File: src/rtl/pscl_timer_pkg.sv
package pscl_timer_pkg;
  localparam int ADDR_W    = 2;
  localparam int DATA_W    = 8;
  localparam int PSEL_W    = 3;
  localparam int MAX_SHIFT = 5;

  localparam logic [ADDR_W-1:0] A_CHMASK = 2'd0;
  localparam logic [ADDR_W-1:0] A_CTRL   = 2'd1;
  localparam logic [ADDR_W-1:0] A_STAT   = 2'd2;

  localparam int B_OVF_IE   = 7;
  localparam int B_CNT_CLR  = 3;
  localparam int B_STAT_OVF = 7;

  typedef struct packed {
    logic              ovf_ie;
    logic              cnt_clr;
    logic [PSEL_W-1:0] psel;
  } ctrl_t;
endpackage

File: src/rtl/pscl_div.sv
module pscl_div #(
  parameter int PSEL_W    = 3,
  parameter int MAX_SHIFT = 5
) (
  input  logic              clk,
  input  logic              rst_n,
  input  logic              restart,
  input  logic [PSEL_W-1:0] psel,
  output logic              tick
);
  localparam int DW = (MAX_SHIFT < 1) ? 1 : MAX_SHIFT;

  logic [DW-1:0]     cnt_q, cnt_d;
  logic [PSEL_W-1:0] shift;
  logic [DW:0]       span;
  logic [DW-1:0]     mask;

  // Codes beyond the largest stage use the slowest rate.
  always_comb begin
    if (int'(psel) > MAX_SHIFT) shift = PSEL_W'(MAX_SHIFT);
    else                        shift = psel;
    span = (DW+1)'(1) << shift;
    mask = DW'(span - 1'b1);
  end

  assign tick = ((cnt_q & mask) == mask);

  always_comb begin
    if (restart) cnt_d = '0;
    else         cnt_d = cnt_q + 1'b1;
  end

  always_ff @(posedge clk or negedge rst_n) begin
    if (!rst_n) cnt_q <= '0;
    else        cnt_q <= cnt_d;
  end
endmodule

File: src/rtl/pscl_cnt.sv
module pscl_cnt #(
  parameter int CNT_W = 16
) (
  input  logic             clk,
  input  logic             rst_n,
  input  logic             tick,
  input  logic             clr_en,
  input  logic [CNT_W-1:0] cmp_val,
  output logic [CNT_W-1:0] count,
  output logic             wrap
);
  logic [CNT_W-1:0] cnt_q, cnt_d;
  logic             hit;

  assign hit = clr_en && (cnt_q == cmp_val);

  always_comb begin
    cnt_d = cnt_q;
    wrap  = 1'b0;
    if (tick) begin
      if (hit) begin
        cnt_d = '0;
      end else begin
        cnt_d = cnt_q + 1'b1;
        wrap  = &cnt_q;
      end
    end
  end

  always_ff @(posedge clk or negedge rst_n) begin
    if (!rst_n)    cnt_q <= '0;
    else if (tick) cnt_q <= cnt_d;
  end

  assign count = cnt_q;
endmodule

File: src/rtl/pscl_regs.sv
module pscl_regs
  import pscl_timer_pkg::*;
#(
  parameter int CH_N = 8
) (
  input  logic              clk,
  input  logic              rst_n,
  input  logic              bus_wr,
  input  logic [ADDR_W-1:0] bus_addr,
  input  logic [DATA_W-1:0] bus_wdata,
  input  logic              ovf_set,
  output logic [DATA_W-1:0] bus_rdata,
  output logic [CH_N-1:0]   ch_mask,
  output ctrl_t             ctrl,
  output logic              ovf_flag,
  output logic              ctrl_wr
);
  logic            mask_we, stat_we;
  logic [CH_N-1:0] mask_q, mask_d;
  ctrl_t           ctrl_q, ctrl_d;
  logic            ovf_q, ovf_d;

  assign mask_we = bus_wr && (bus_addr == A_CHMASK);
  assign ctrl_wr = bus_wr && (bus_addr == A_CTRL);
  assign stat_we = bus_wr && (bus_addr == A_STAT);

  always_comb begin
    mask_d = bus_wdata[CH_N-1:0];
    ctrl_d = '{ovf_ie:  bus_wdata[B_OVF_IE],
               cnt_clr: bus_wdata[B_CNT_CLR],
               psel:    bus_wdata[PSEL_W-1:0]};
    ovf_d  = ovf_q;
    if (ovf_set)                              ovf_d = 1'b1;
    else if (stat_we && bus_wdata[B_STAT_OVF]) ovf_d = 1'b0;
  end

  always_ff @(posedge clk or negedge rst_n) begin
    if (!rst_n) begin
      mask_q <= '0;
      ctrl_q <= '0;
      ovf_q  <= 1'b0;
    end else begin
      if (mask_we) mask_q <= mask_d;
      if (ctrl_wr) ctrl_q <= ctrl_d;
      ovf_q <= ovf_d;
    end
  end

  always_comb begin
    bus_rdata = '0;
    case (bus_addr)
      A_CHMASK: bus_rdata[CH_N-1:0] = mask_q;
      A_CTRL: begin
        bus_rdata[B_OVF_IE]     = ctrl_q.ovf_ie;
        bus_rdata[B_CNT_CLR]    = ctrl_q.cnt_clr;
        bus_rdata[PSEL_W-1:0]   = ctrl_q.psel;
      end
      A_STAT:   bus_rdata[B_STAT_OVF] = ovf_q;
      default:  bus_rdata = '0;
    endcase
  end

  assign ch_mask  = mask_q;
  assign ctrl     = ctrl_q;
  assign ovf_flag = ovf_q;
endmodule

File: src/rtl/pscl_timer.sv
module pscl_timer
  import pscl_timer_pkg::*;
#(
  parameter int CNT_W = 16,
  parameter int CH_N  = 8
) (
  input  logic              clk,
  input  logic              rst_n,
  input  logic              bus_wr,
  input  logic [ADDR_W-1:0] bus_addr,
  input  logic [DATA_W-1:0] bus_wdata,
  output logic [DATA_W-1:0] bus_rdata,
  input  logic [CNT_W-1:0]  cmp7_val,
  input  logic [CH_N-1:0]   chan_flags,
  output logic [CNT_W-1:0]  count,
  output logic              ovf_flag,
  output logic              irq
);
  ctrl_t           ctrl;
  logic            ctrl_wr, tick, wrap;
  logic            cnt_clr_en, ovf_ie;
  logic [CH_N-1:0] ch_mask, ch_term;

  pscl_regs #(.CH_N(CH_N)) u_regs (
    .clk(clk), .rst_n(rst_n), .bus_wr(bus_wr), .bus_addr(bus_addr),
    .bus_wdata(bus_wdata), .ovf_set(wrap), .bus_rdata(bus_rdata),
    .ch_mask(ch_mask), .ctrl(ctrl), .ovf_flag(ovf_flag), .ctrl_wr(ctrl_wr)
  );

  assign cnt_clr_en = ctrl.cnt_clr;
  assign ovf_ie     = ctrl.ovf_ie;

  pscl_div #(.PSEL_W(PSEL_W), .MAX_SHIFT(MAX_SHIFT)) u_div (
    .clk(clk), .rst_n(rst_n), .restart(ctrl_wr), .psel(ctrl.psel), .tick(tick)
  );

  pscl_cnt #(.CNT_W(CNT_W)) u_cnt (
    .clk(clk), .rst_n(rst_n), .tick(tick), .clr_en(cnt_clr_en),
    .cmp_val(cmp7_val), .count(count), .wrap(wrap)
  );

  for (genvar g = 0; g < CH_N; g++) begin : g_chan
    assign ch_term[g] = chan_flags[g] & ch_mask[g];
  end

  assign irq = (ovf_flag & ovf_ie) | (|ch_term);
endmodule

File: config.mk
export PLATFORM = sky130hd
export DESIGN_NAME = pscl_timer
export DESIGN_NICKNAME = d
export VERILOG_FILES = /design/src/rtl/pscl_timer_pkg.sv /design/src/rtl/pscl_div.sv /design/src/rtl/pscl_cnt.sv /design/src/rtl/pscl_regs.sv /design/src/rtl/pscl_timer.sv
export SDC_FILE = /design/constraint.sdc
export NUM_CORES = 1
export LEC_CHECK = 0
export BUFFER_PORTS_ARGS = -buffer_cell sky130_fd_sc_hd__buf_2
export CAP_MARGIN = 20
export CORE_MARGIN = 8
export CORE_UTILIZATION = 40
export DETAILED_ROUTE_END_ITERATION = 16
export PLACE_DENSITY = 0.79
export SLEW_MARGIN = 20
export SYNTH_ARGS = -nofsm -noshare
export SYNTH_HDL_FRONTEND = slang
export SYNTH_HIERARCHICAL = 1
export SYNTH_SLANG_ARGS = --single-unit
File: constraint.sdc
create_clock -name clk -period 1.9 [get_ports clk]
set_input_delay 0.38 -clock clk [delete_from_list [all_inputs] [get_ports clk]]
set_output_delay 0.38 -clock clk [all_outputs]
set_load 0.05 [all_outputs]
# ---- Word-level counts from Yosys, hierarchy flattened
# Cells that the tools add are included.
dict set report totals {
  register_bits 35
  in_bits 37
  out_inout_bits 26
}
dict set report classes {
  n_eq_ne 4
  add_sub_neg 3
  mux 10
  order_cmp 1
  n_reduce_logical 9
  bitwise 11
  shifts 1
}
# cell n
set ops {}
lappend ops {{$add A16 B1 Y16 const B} 1}
lappend ops {{$eq A16 B16 Y1} 1}
lappend ops {{$mux W16} 1}
lappend ops {{$reduce_and A16 Y1} 1}
lappend ops {{$and A1 B1 Y1} 9}
lappend ops {{$pmux W4 S2} 1}
lappend ops {{$reduce_or A8 Y1} 1}
lappend ops {{$mux W3} 2}
lappend ops {{$add A5 B1 Y5 const B} 1}
lappend ops {{$and A5 B5 Y5} 1}
lappend ops {{$eq A5 B5 Y1} 1}
lappend ops {{$logic_and A1 B1 Y1} 5}
lappend ops {{$mux W5} 1}
lappend ops {{$shl A1 B3 Y5 const A} 1}
lappend ops {{$sub A5 B1 Y5 const B} 1}
lappend ops {{$mux W1} 4}
lappend ops {{$gt A3 B3 Y1 const B} 1}
lappend ops {{$pmux W1 S3} 1}
lappend ops {{$eq A2 B1 Y1 const B} 1}
lappend ops {{$eq A2 B2 Y1 const B} 1}
lappend ops {{$logic_not A2 Y1} 1}
lappend ops {{$reduce_bool A2 Y1} 1}
lappend ops {{$or A1 B1 Y1} 1}

# ---- Logic depth before layout (Yosys ltp)
# Gate-level depths: netlist (run 1).
dict set report depth {
  depth_word 8
  ltp_mapped 9
}

# ---- Hierarchy
# Netlist (run 1), hierarchy kept.
# mod seq_area_each_um2 cells_per_inst area_each_um2 n_inst
set modules_own_cells {}
lappend modules_own_cells {pscl_cnt 400.4 105 1017.2 1}
lappend modules_own_cells {pscl_regs 350.3 49 665.6 1}
lappend modules_own_cells {pscl_div 125.1 23 240.2 1}
lappend modules_own_cells {pscl_timer 0.0 5 46.3 1}

# ---- Worst setup path after synthesis (run 1)
# OpenSTA, ideal clock, no wires.
dict set report synth_path {
  kind {input -> output}
  startpoint {input port bus_addr[0]}
  endpoint {output port bus_rdata[7]}
  t_arrival_ns 1.707
  required_time_ns 1.520
  setup_slack_ns -0.187
  path_stages 3
  cell_sequence {buf_6 mux2i_1 o21ai_0}
}
dict set report synth_between {
  elab_chain_cells 2
  word_cells_on_any_way 4
  classes_between {eq/ne: 2; mux: 1; reduce/logical: 1}
}
# element line_no
set synth_lines {}
lappend synth_lines {{start: declaration} pscl_timer.sv:10} ;# input logic [ADDR_W-1:0] bus_addr,
lappend synth_lines {{$eq A2 B2 Y1 (tied with other cells)} pscl_regs.sv:51} ;# case (bus_addr)
lappend synth_lines {{$pmux W1 S3 *} pscl_regs.sv:51}
lappend synth_lines {{end: declaration} pscl_timer.sv:12} ;# output logic [DATA_W-1:0] bus_rdata,
# Mark *: on every way between the ends. The rest lies on a longest branch, timed or not.

# ---- Final worst setup path (run 1)
dict set report layout_path {
  startpoint {register u_regs.ctrl_q (netlist bit u_regs/ctrl[1])}
  endpoint {register u_cnt.cnt_q[11], in the netlist u_cnt/count[11]}
}
dict set report layout_between {
  elab_chain_cells 6
}
# element line_no
set layout_lines {}
lappend layout_lines {{start: declaration} pscl_regs.sv:20} ;# ctrl_t ctrl_q, ctrl_d;
lappend layout_lines {{start signal: assignment} pscl_regs.sv:44} ;# if (ctrl_wr) ctrl_q <= ctrl_d;
lappend layout_lines {{$gt A3 B3 Y1} pscl_div.sv:20} ;# if (int'(psel) > MAX_SHIFT) shift = PSEL_W'(MAX_SHIFT);
lappend layout_lines {{$mux W3 *} pscl_div.sv:20}
lappend layout_lines {{$shl A1 B3 Y5 *} pscl_div.sv:22} ;# span = (DW+1)'(1) << shift;
lappend layout_lines {{$sub A5 B1 Y5 *} pscl_div.sv:23} ;# mask = DW'(span - 1'b1);
lappend layout_lines {{$and A5 B5 Y5} pscl_div.sv:26} ;# assign tick = ((cnt_q & mask) == mask);
lappend layout_lines {{$eq A5 B5 Y1 *} pscl_div.sv:26}
lappend layout_lines {{via tick} pscl_timer.sv:20} ;# logic ctrl_wr, tick, wrap;
lappend layout_lines {{end signal: assignment} pscl_cnt.sv:32} ;# else if (tick) cnt_q <= cnt_d;
lappend layout_lines {{end: declaration} pscl_cnt.sv:12} ;# logic [CNT_W-1:0] cnt_q, cnt_d;
# The timed path passes the listed nets; every way through them passes the cells marked *.
# A chain may end at the register's enable or synchronous reset.

==> results.py, run 1 <==
metrics = {
    "die": {
        "core_um2": 4720,
        "die-area_um2": 7420,
        "io_pins": 63,
        "die_width_um": 86.2,
        "initial_core_util_pct": 41.7,
        "rows": 25,
        "die_h_um": 86.2,
    },
    "setup_path": {
        "crit_path_start_kind": "flip-flop",
        "required_ps": 2080,
        "r2r_cells": 9,
        "setup.worst_path.end_class": "flip-flop",
        "critPathArrivalTime_ps": 2060,
        "regToRegSetupSlack_ps": 20,
        "worstPathMaxFanout": 4,
        "critPathLaunch": "u_regs/ctrl[1]",
        "crit_type": "flip-flop to flip-flop",
        "reg2reg_to": "u_cnt/count[11]",
        "reg2reg_from": "u_regs/ctrl[1]",
    },
    "synth": {
        "ys_types": 37,
        "synth_nets": 221,
        "synth_async_sr_flop_share_pct": 100,
        "synthCells": 182,
        "yosysSeqAreaShare_pct": 44.5,
        "synth_common_cells": "dfrtp_1, nor2_1, xor2_1",
        "ys_top_cells_by_area": "dfrtp_1, xor2_1, mux2_2",
        "yosys.area.top_type_share_pct": 44.5,
        "dominantRegCellSynth": "dfrtp_1",
        "synth_area_per_cell_um2": 10.8,
        "syn_area_um2": 1970,
        "ys_ff_latch": 35,
        "yosysMostFrequentCell": "dfrtp_1",
        "yosysWarnings": 6,
        "synth_top_area_cell": "dfrtp_1",
        "synth_edf_count": 0,
    },
    "drt": {
        "viasPerCell": 4.99,
        "ant_nets": 0,
        "drc_errors": 0,
        "wl_per_cell_um": 15.6,
        "first_pass_iters": 4,
        "wl_um": 5170,
        "drt_iter0_drc": 72,
        "num_vias": 1653,
    },
    "timing": {
        "min_period_ps": 1880,
        "rsz0062_at_grt": "yes",
        "finalSetupViolCount": 0,
        "min_period_over_period_pct": 98.8,
        "hold_viol": 0,
        "drv_slew": 0,
        "fin_ws_ps": 23.6,
        "fin_skew_ps": 6.72,
        "fmax_mhz": 533,
        "slew_headroom_pct": 70.0,
        "worst_pin_slew_ps": 449,
    },
    "placement": {
        "dp_hpwl_um": 3920,
        "port_buffers": 62,
        "gp_congestion": 0.867,
        "post-place-ws_ps": -25.6,
    },
    "global_route": {
        "grt_pass1_vias": 1743,
        "antenna_found_initial": 0,
        "grt_pass1_wl_um": 8290,
        "grt_usage_pct": 14.1,
        "grt_max_degree": 36,
        "gr-total-overflow": 0,
    },
    "cells_and_area": {
        "drive_gt1_share_pct": 43.2,
        "n_antenna_cell": 0,
        "area_growth_pct": 30.6,
        "final_net_count": 302,
        "final_core_util_pct": 54.4,
    },
    "clocking": {
        "ctsRootBufferMaster": "clkbuf_8",
        "clkTransAtPathRegs_ps": 70,
        "cts_buffer_depth": 2,
        "cts_buffers": 5,
        "clock_sinks": 35,
        "htreeDepth": 2,
        "clock_latency_ps": 280,
        "cts_tree": "done",
    },
    "power": {
        "ir_drop_v": 0.000607,
        "power_mw": 3.21,
        "powerDensity_nw_per_um2": 1250,
        "power.leakage_nw": 1.22,
    },
    "run": {
        "cap_violations": 0,
    },
    "status": {
        "outcome": "finished, final reports clean",
    },
    "min_path": {
        "hold_path_class": "primary input to async pin",
    },
}
## metal layers
metal | vias to the layer above | track usage, % | part of all wire (%)
met5 | - | 0 | 0
met4 | 0 | 4.78 | 1.3
met3 | 5 | 4.01 | 7.5
met2 | 58 | 25.4 | 52
met1 | 795 | 15.2 | 39
li1 | 795 | - | -
## flip-flops by register name (all words and copies together), names as in the netlist
register / cells
u_cnt/count: 16
u_regs/ovf_flag: 1
u_regs/ctrl: 5
u_div/cnt_q: 5
u_regs/ch_mask: 8
## report_power, final
group,switching (mW),internal (mW)
Clock,0.269,0.251
Combinational,0.967,0.540
Sequential,0.233,0.952
## worst max-delay path, cell delays in order, from the launching register on
cell	delay (ps)
dfrtp_1	390
nor2_2	140
o21bai_1	100
a221oi_2	250
buf_4	150
nand4_1	160
nor2_2	210
and3_1	190
xnor2_1	110
nor2_1	50
## cell usage in the layout, fill, tap and decap left out, types with 3 or more instances in the layout
cell and count:
buf_2 61, dfrtp_1 35, nor2_1 23, xor2_1 22, buf_4 16, mux2_2 13
xnor2_1 10, nand4_1 8, nand2_1 7, mux2i_1 7, nand3_1 6, nor2_2 6
clkbuf_8 5, and2_1 4, and3_1 4, clkinv_2 3, nor3_1 3, inv_1 3
## cell type report
type	count	area, um2
Timing Repair Buffer	79	465
Clock buffer	5	68.8
Fill cell	426	2150
Inverter	3	11.3
Tap cell	67	83.8
Clock inverter	3	15.0
Multi-Input combinational cell	139	1050
Sequential cell	35	876
## cells by family (layout without fill, tap and decap cells)
kind of cell / Yosys count / count (layout) / share of synthesized area [%]
muxes: 20 / 20 / 11.0
and+or+nand+nor: 74 / 74 / 21.6
adders and majority gates: 2 / 2 / 1.27
xor gates and xnor gates: 32 / 32 / 14.2
DFF: 35 / 35 / 44.5
buffers and inverters: 8 / 90 / 3.11
AOI/OAI and AO/OA: 11 / 11 / 4.32
## per-stage QoR
stage / std cells / hold WS, ps / TNS (ps) / instance area (um2)
global route: 331 / 46.9 / -244 / 2570
finish: 331 / 41.0 / 0 / 2570
floorplan: 182 / 84.4 / 0 / 1970
global placement: 321 / 352 / 0 / 2450
detailed placement: 321 / 357 / -34.8 / 2450
CTS: 331 / 39.2 / 0 / 2560
## worst max path at each step
stage | to | depth (start not counted)
after floorplan | u_cnt/count[11] | 9
after global placement | u_regs/ovf_flag | 9
after detailed placement | u_regs/ovf_flag | 9
after CTS | u_cnt/count[15] | 9
after global routing | u_cnt/count[15] | 9
final | u_cnt/count[11] | 9
## timing repair
item	4_1_cts	5_1_grt
resized for setup	2	4
endpoints found under the hold margin	0	0
endpoints found under the setup margin	10	10
pin swaps	3	2
hold buffers	0	0
setup buffers	2	0
gates cloned	0	0
Note: power is estimated with default switching activity, not from simulation.
==> run 2: changes to the inputs <==
--- a/config.mk
+++ b/config.mk
@@ -5,12 +5,13 @@
 export SDC_FILE = /design/constraint.sdc
 export NUM_CORES = 1
 export LEC_CHECK = 0
+export ABC_AREA = 1
 export BUFFER_PORTS_ARGS = -buffer_cell sky130_fd_sc_hd__buf_2
 export CAP_MARGIN = 20
 export CORE_MARGIN = 8
 export CORE_UTILIZATION = 40
 export DETAILED_ROUTE_END_ITERATION = 16
-export PLACE_DENSITY = 0.79
+export PLACE_DENSITY = 0.77
 export SLEW_MARGIN = 20
 export SYNTH_ARGS = -nofsm -noshare
 export SYNTH_HDL_FRONTEND = slang
==> results.py, run 2 <==
metrics = {
    "status": {
        "outcome": "finished, final reports clean",
    },
    "clocking": {
        "cts_hold_buf": 0,
        "ctsRootBufferMaster": "clkbuf_8",
        "clock_latency_ps": 290,
        "cts_buffers": 5,
        "htreeDepth": 2,
        "cts_tree": "done",
        "cts_buffer_depth": 2,
        "clock_sinks": 35,
        "clkTransAtPathRegs_ps": 70,
    },
    "global_route": {
        "grt_usage_pct": 14.7,
        "grt_pass1_wl_um": 10400,
        "antenna_found_initial": 0,
        "grt_max_degree": 36,
        "grt_pass1_vias": 2385,
        "gr-total-overflow": 0,
    },
    "synth": {
        "ys_top_cells_by_area": "dfrtp_1, nand2_1, inv_1",
        "synth_area_per_cell_um2": 6.38,
        "synth_nets": 406,
        "dominantRegCellSynth": "dfrtp_1",
        "yosysWarnings": 6,
        "ys_ff_latch": 35,
        "yosysSeqAreaShare_pct": 37.4,
        "synth_common_cells": "nand2_1, inv_1, nor2_1",
        "synth_async_sr_flop_share_pct": 100,
        "synth_edf_count": 0,
        "syn_area_um2": 2340,
        "yosysMostFrequentCell": "nand2_1",
        "yosys.area.top_type_share_pct": 37.4,
        "ys_types": 28,
        "synthCells": 367,
        "synth_top_area_cell": "dfrtp_1",
    },
    "die": {
        "core_um2": 5780,
        "die_h_um": 92.5,
        "initial_core_util_pct": 40.5,
        "rows": 28,
        "die-area_um2": 8550,
        "io_pins": 63,
        "die_width_um": 92.5,
    },
    "min_path": {
        "hold_path_class": "primary input to async pin",
    },
    "timing": {
        "worst_pin_slew_ps": 793,
        "fmax_mhz": 581,
        "rsz0062_at_grt": "yes",
        "hold_viol": 0,
        "slew_headroom_pct": 47.1,
        "drv_slew": 0,
        "min_period_ps": 1720,
        "finalSetupViolCount": 0,
        "tns_ps": 0,
        "min_period_over_period_pct": 90.5,
        "fin_skew_ps": 5.71,
    },
    "placement": {
        "port_buffers": 62,
        "dp_hpwl_um": 4940,
        "dp.cells": 502,
        "gp_congestion": 0.887,
    },
    "drt": {
        "ant_nets": 0,
        "wl_per_cell_um": 12.1,
        "num_vias": 2384,
        "first_pass_iters": 4,
        "drt_iter0_drc": 105,
        "viasPerCell": 4.69,
        "drc_errors": 0,
        "wl_um": 6150,
    },
    "setup_path": {
        "critPathArrivalTime_ps": 1940,
        "worstPathCellList": "nand3_1, nand2_1, nand2_1, nor2_4, nand3_2, nor2_2, nand2_1, inv_1, nand2_1, o21ai_1, nand2_1, nor2_1",
        "slowest_stage": "dfrtp_1",
        "crit_type": "flip-flop to flip-flop",
        "cpPeakStageDelay_ps": 450,
        "crit_path_start_kind": "flip-flop",
        "required_ps": 2120,
        "setup.worst_path.end_class": "flip-flop",
        "cp_common_cell": "nand2_1",
        "worstPathMaxFanout": 6,
    },
    "power": {
        "ir_drop_v": 0.000762,
        "power_mw": 2.80,
        "power.leakage_nw": 1.65,
        "powerDensity_nw_per_um2": 994,
    },
    "cells_and_area": {
        "final_net_count": 473,
        "area_growth_pct": 20.4,
        "fin_cells": 508,
        "final_cell_mix": "nand2_1, buf_2, inv_1",
        "largest_reg_flops": 16,
        "n_antenna_cell": 0,
        "drive_gt1_share_pct": 20.8,
        "layout.cells.most_common": "nand2_1",
    },
    "run": {
        "cap_violations": 0,
    },
}
## run 2: cell types whose count changed after synthesis, sizes merged, moves of 3 or more
cell	delta
nand2	+145
inv	+52
nor2	+29
nand3	+19
xor2	-15
mux2	-13
mux2i	-7
xnor2	-7
o21ai	+5
nand4	-4
and2	-3
and3	-3
## run 2: area by class of cell
cell class / count / area, um2
timing repair buffer: 66 / 340
tap: 75 / 93.8
multi-input combinational: 271 / 1230
inverter: 55 / 206
fill: 593 / 2960
clock buffer: 6 / 72.6
sequential: 35 / 876
## run 2: routing by layer
| metal | track usage (%) | wire length [um] | up-vias |
|---|---|---|---|
| met2 | 23.5 | 2680 | 85 |
| met4 | 5.50 | 89 | 0 |
| met5 | 0 | 0 | - |
| li1 | - | - | 1236 |
| met1 | 18.1 | 2880 | 1054 |
| met3 | 4.61 | 492 | 9 |
## run 2: cells by family (layout without fill, tap and decap cells)
group           after synthesis  count (layout)  synth area share, %
simple gates                247             247                 43.9
buf+inv                      61             127                 10.9
flops                        35              35                 37.4
compound gates               12              12                 3.05
xor+xnor                     10              10                 3.74
fa+ha+maj                     2               2                 1.07
## run 2: through the flow
step           hold WS (ps)  setup WS (ps)  utilization [%]  cell area, um2
2_1_floorplan          84.4            148                -            2340
3_3_place_gp            471            115             47.2            2730
3_5_place_dp            493           9.68             47.2            2730
4_1_cts                 193           74.3             48.5            2800
5_1_grt                 229           2.13             48.7            2820
6_report                179            180             48.7            2820
## run 2: report_power, final
part / internal (mW) / switching [mW] / total [mW]
clock network: 0.244 / 0.242 / 0.486
registers: 0.908 / 0.213 / 1.12
logic: 0.365 / 0.828 / 1.19
total: 1.52 / 1.28 / 2.80
## run 2: worst paths after layout
kind | startpoint | endpoint | slack (ps) | depth (start not counted)
worst max-delay path | u_div/cnt_q[2] | u_cnt/count[14] | 180 | 12
min in group clk | bus_wdata[6] | u_regs/ch_mask[6] | 320 | 3
worst min register to register | u_div/cnt_q[0] | u_div/cnt_q[0] | 500 | 1
max in group asynchronous | rst_n | u_regs/ovf_flag | 1220 | 1
worst max register to register | u_div/cnt_q[2] | u_cnt/count[14] | 180 | 12
worst min-delay path | rst_n | u_cnt/count[15] | 180 | 1
## run 2: critical path, delay by kind of cell, from the launching register on
| family | cells | cell delay [ps] |
|---|---|---|
| and+or+nand+nor | 10 | 980 |
| AOI/OAI and AO/OA | 1 | 130 |
| DFF | 1 | 450 |
| buffers and inverters | 1 | 80 |
## run 2: timing repair
action / CTS / global route
gates resized for setup: 1 / 6
pin swaps: 0 / 2
endpoints found under the setup margin: 1 / 5
buffers inserted: 0 / 0
==> run 3: changes to the inputs <==
--- a/config.mk
+++ b/config.mk
@@ -11,6 +11,7 @@
 export CORE_MARGIN = 8
 export CORE_UTILIZATION = 40
 export DETAILED_ROUTE_END_ITERATION = 16
+export MAX_ROUTING_LAYER = met4
 export PLACE_DENSITY = 0.77
 export SLEW_MARGIN = 20
 export SYNTH_ARGS = -nofsm -noshare
==> results.py, run 3 (synthesis results as in run 2) <==
metrics = {
    "die": {
        "die_width_um": 92.5,
        "initial_core_util_pct": 40.5,
        "io_pins": 63,
        "rows": 28,
        "die_h_um": 92.5,
        "core_um2": 5780,
        "die-area_um2": 8550,
    },
    "setup_path": {
        "worstPathMaxFanout": 5,
        "critPathArrivalTime_ps": 1980,
        "crit_path_start_kind": "flip-flop",
        "crit_type": "flip-flop to flip-flop",
        "setup.worst_path.end_class": "flip-flop",
        "required_ps": 2120,
    },
    "timing": {
        "drv_slew": 0,
        "worst_pin_slew_ps": 497,
        "hold_ws_ps": 51.2,
        "min_period_ps": 1760,
        "finalSetupViolCount": 0,
        "slew_headroom_pct": 66.8,
        "min_period_over_period_pct": 92.5,
        "hold_viol": 0,
        "fin_skew_ps": 7.19,
        "tns_ps": 0,
        "fmax_mhz": 569,
    },
    "cells_and_area": {
        "fin_cells": 512,
        "drive_gt1_share_pct": 21.5,
        "final_cell_mix": "nand2_1, buf_2, inv_1",
        "area_growth_pct": 22.8,
        "largest_reg_flops": 16,
        "n_antenna_cell": 0,
        "fill_cells": 614,
        "final_core_util_pct": 49.7,
        "layout.cells.most_common": "nand2_1",
        "final_net_count": 475,
    },
    "clocking": {
        "clock_latency_ps": 290,
        "cts_tree": "done",
        "ctsRootBufferMaster": "clkbuf_8",
        "cts_hold_buf": 0,
        "cts_buffers": 5,
        "cts_buffer_depth": 2,
        "clock_sinks": 35,
        "clkTransAtPathRegs_ps": 70,
        "htreeDepth": 2,
    },
    "drt": {
        "first_pass_iters": 4,
        "drt_iter0_drc": 157,
        "wl_per_cell_um": 11.8,
        "viasPerCell": 4.74,
        "num_vias": 2425,
        "drc_errors": 0,
        "ant_nets": 0,
        "wl_um": 6060,
    },
    "global_route": {
        "antenna_found_initial": 0,
        "gr-total-overflow": 0,
        "grt_usage_pct": 15.4,
        "grt_pass1_vias": 2451,
        "grt_max_degree": 22,
        "grt_pass1_wl_um": 10600,
    },
    "placement": {
        "dp.cells": 503,
        "port_buffers": 62,
        "dp_hpwl_um": 4960,
        "gp_congestion": 0.903,
    },
    "run": {
        "cap_violations": 0,
    },
    "power": {
        "power.leakage_nw": 1.68,
        "powerDensity_nw_per_um2": 1010,
        "ir_drop_v": 0.000674,
    },
    "min_path": {
        "hold_path_class": "primary input to async pin",
    },
    "status": {
        "outcome": "finished, final reports clean",
    },
}
[run 3: changes by cell type in the layout (fill, tap and decap cells not counted)]
cell      previous run  this run
o21ai_0              6         7
clkbuf_8             5         7
buf_4                4         5
o21ai_1              2         1
buf_12               0         1
nor3_2               0         1
nor3_1               3         2
nor2_2               7         6
nor2_1              48        49
[run 3: through the flow]
step | setup slack, ps | cell area [um2] | total power, mW
global placement | 118 | 2750 | 2.27
detailed placement | 1.67 | 2750 | 2.30
finish | 142 | 2870 | 2.91
global route | -24.2 | 2870 | 3.13
CTS | 62.2 | 2850 | 2.91
floorplan | 148 | 2340 | 1.95
[run 3: path summary, 6_finish.rpt]
kind	slack, ps	endpoint	depth (start not counted)	from
max	140	u_cnt/count[14]	13	u_regs/ctrl[1]
min	50	u_cnt/count[0]	1	rst_n
max reg2reg	140	u_cnt/count[14]	13	u_regs/ctrl[1]
min reg2reg	480	u_div/cnt_q[0]	1	u_div/cnt_q[0]
max in group asynchronous	1390	u_regs/ch_mask[7]	2	rst_n
min in group clk	330	u_regs/ch_mask[5]	3	bus_wdata[5]
[run 3: final cells by class]
cell class,instances,area [um2],area share (%)
inverters,55,206,7.18
repair buffers,68,368,12.8
multi-input cells,271,1230,42.8
flip-flops and latches,35,876,30.5
well taps,75,93.8,3.27
clock buffers,8,100,3.48
[run 3: what timing repair did]
item	CTS	global route
cloned	0	0
pin swaps	0	3
endpoints found under the setup margin	1	9
gates resized for setup	1	5
setup buffers	0	1
[run 3: layer usage]
metal / track usage [%] / wire, um
met5: - / 0
met4: 5.37 / 114
met3: 4.21 / 429
met2: 24.1 / 2660
met1: 18.6 / 2860
[run 3: report_power, final]
part | total (mW) | internal [mW] | leakage (nW) | switching (mW)
clock | 0.592 | 0.331 | 0.0515 | 0.261
combinational | 1.21 | 0.374 | 1.18 | 0.836
sequential | 1.11 | 0.908 | 0.447 | 0.201
total | 2.91 | 1.61 | 1.68 | 1.30
[run 3: worst max-delay path, cell delays in order, from the launching register on]
cell	delay, ps
dfrtp_1	400
nor2_1	110
nand2_1	50
nand2_1	50
nand2_1	70
nor2_4	170
nand3_2	120
nor2_2	160
nand2_1	100
inv_1	80
nand2_1	80
o21ai_1	130
nand2_1	70
nor2_1	100
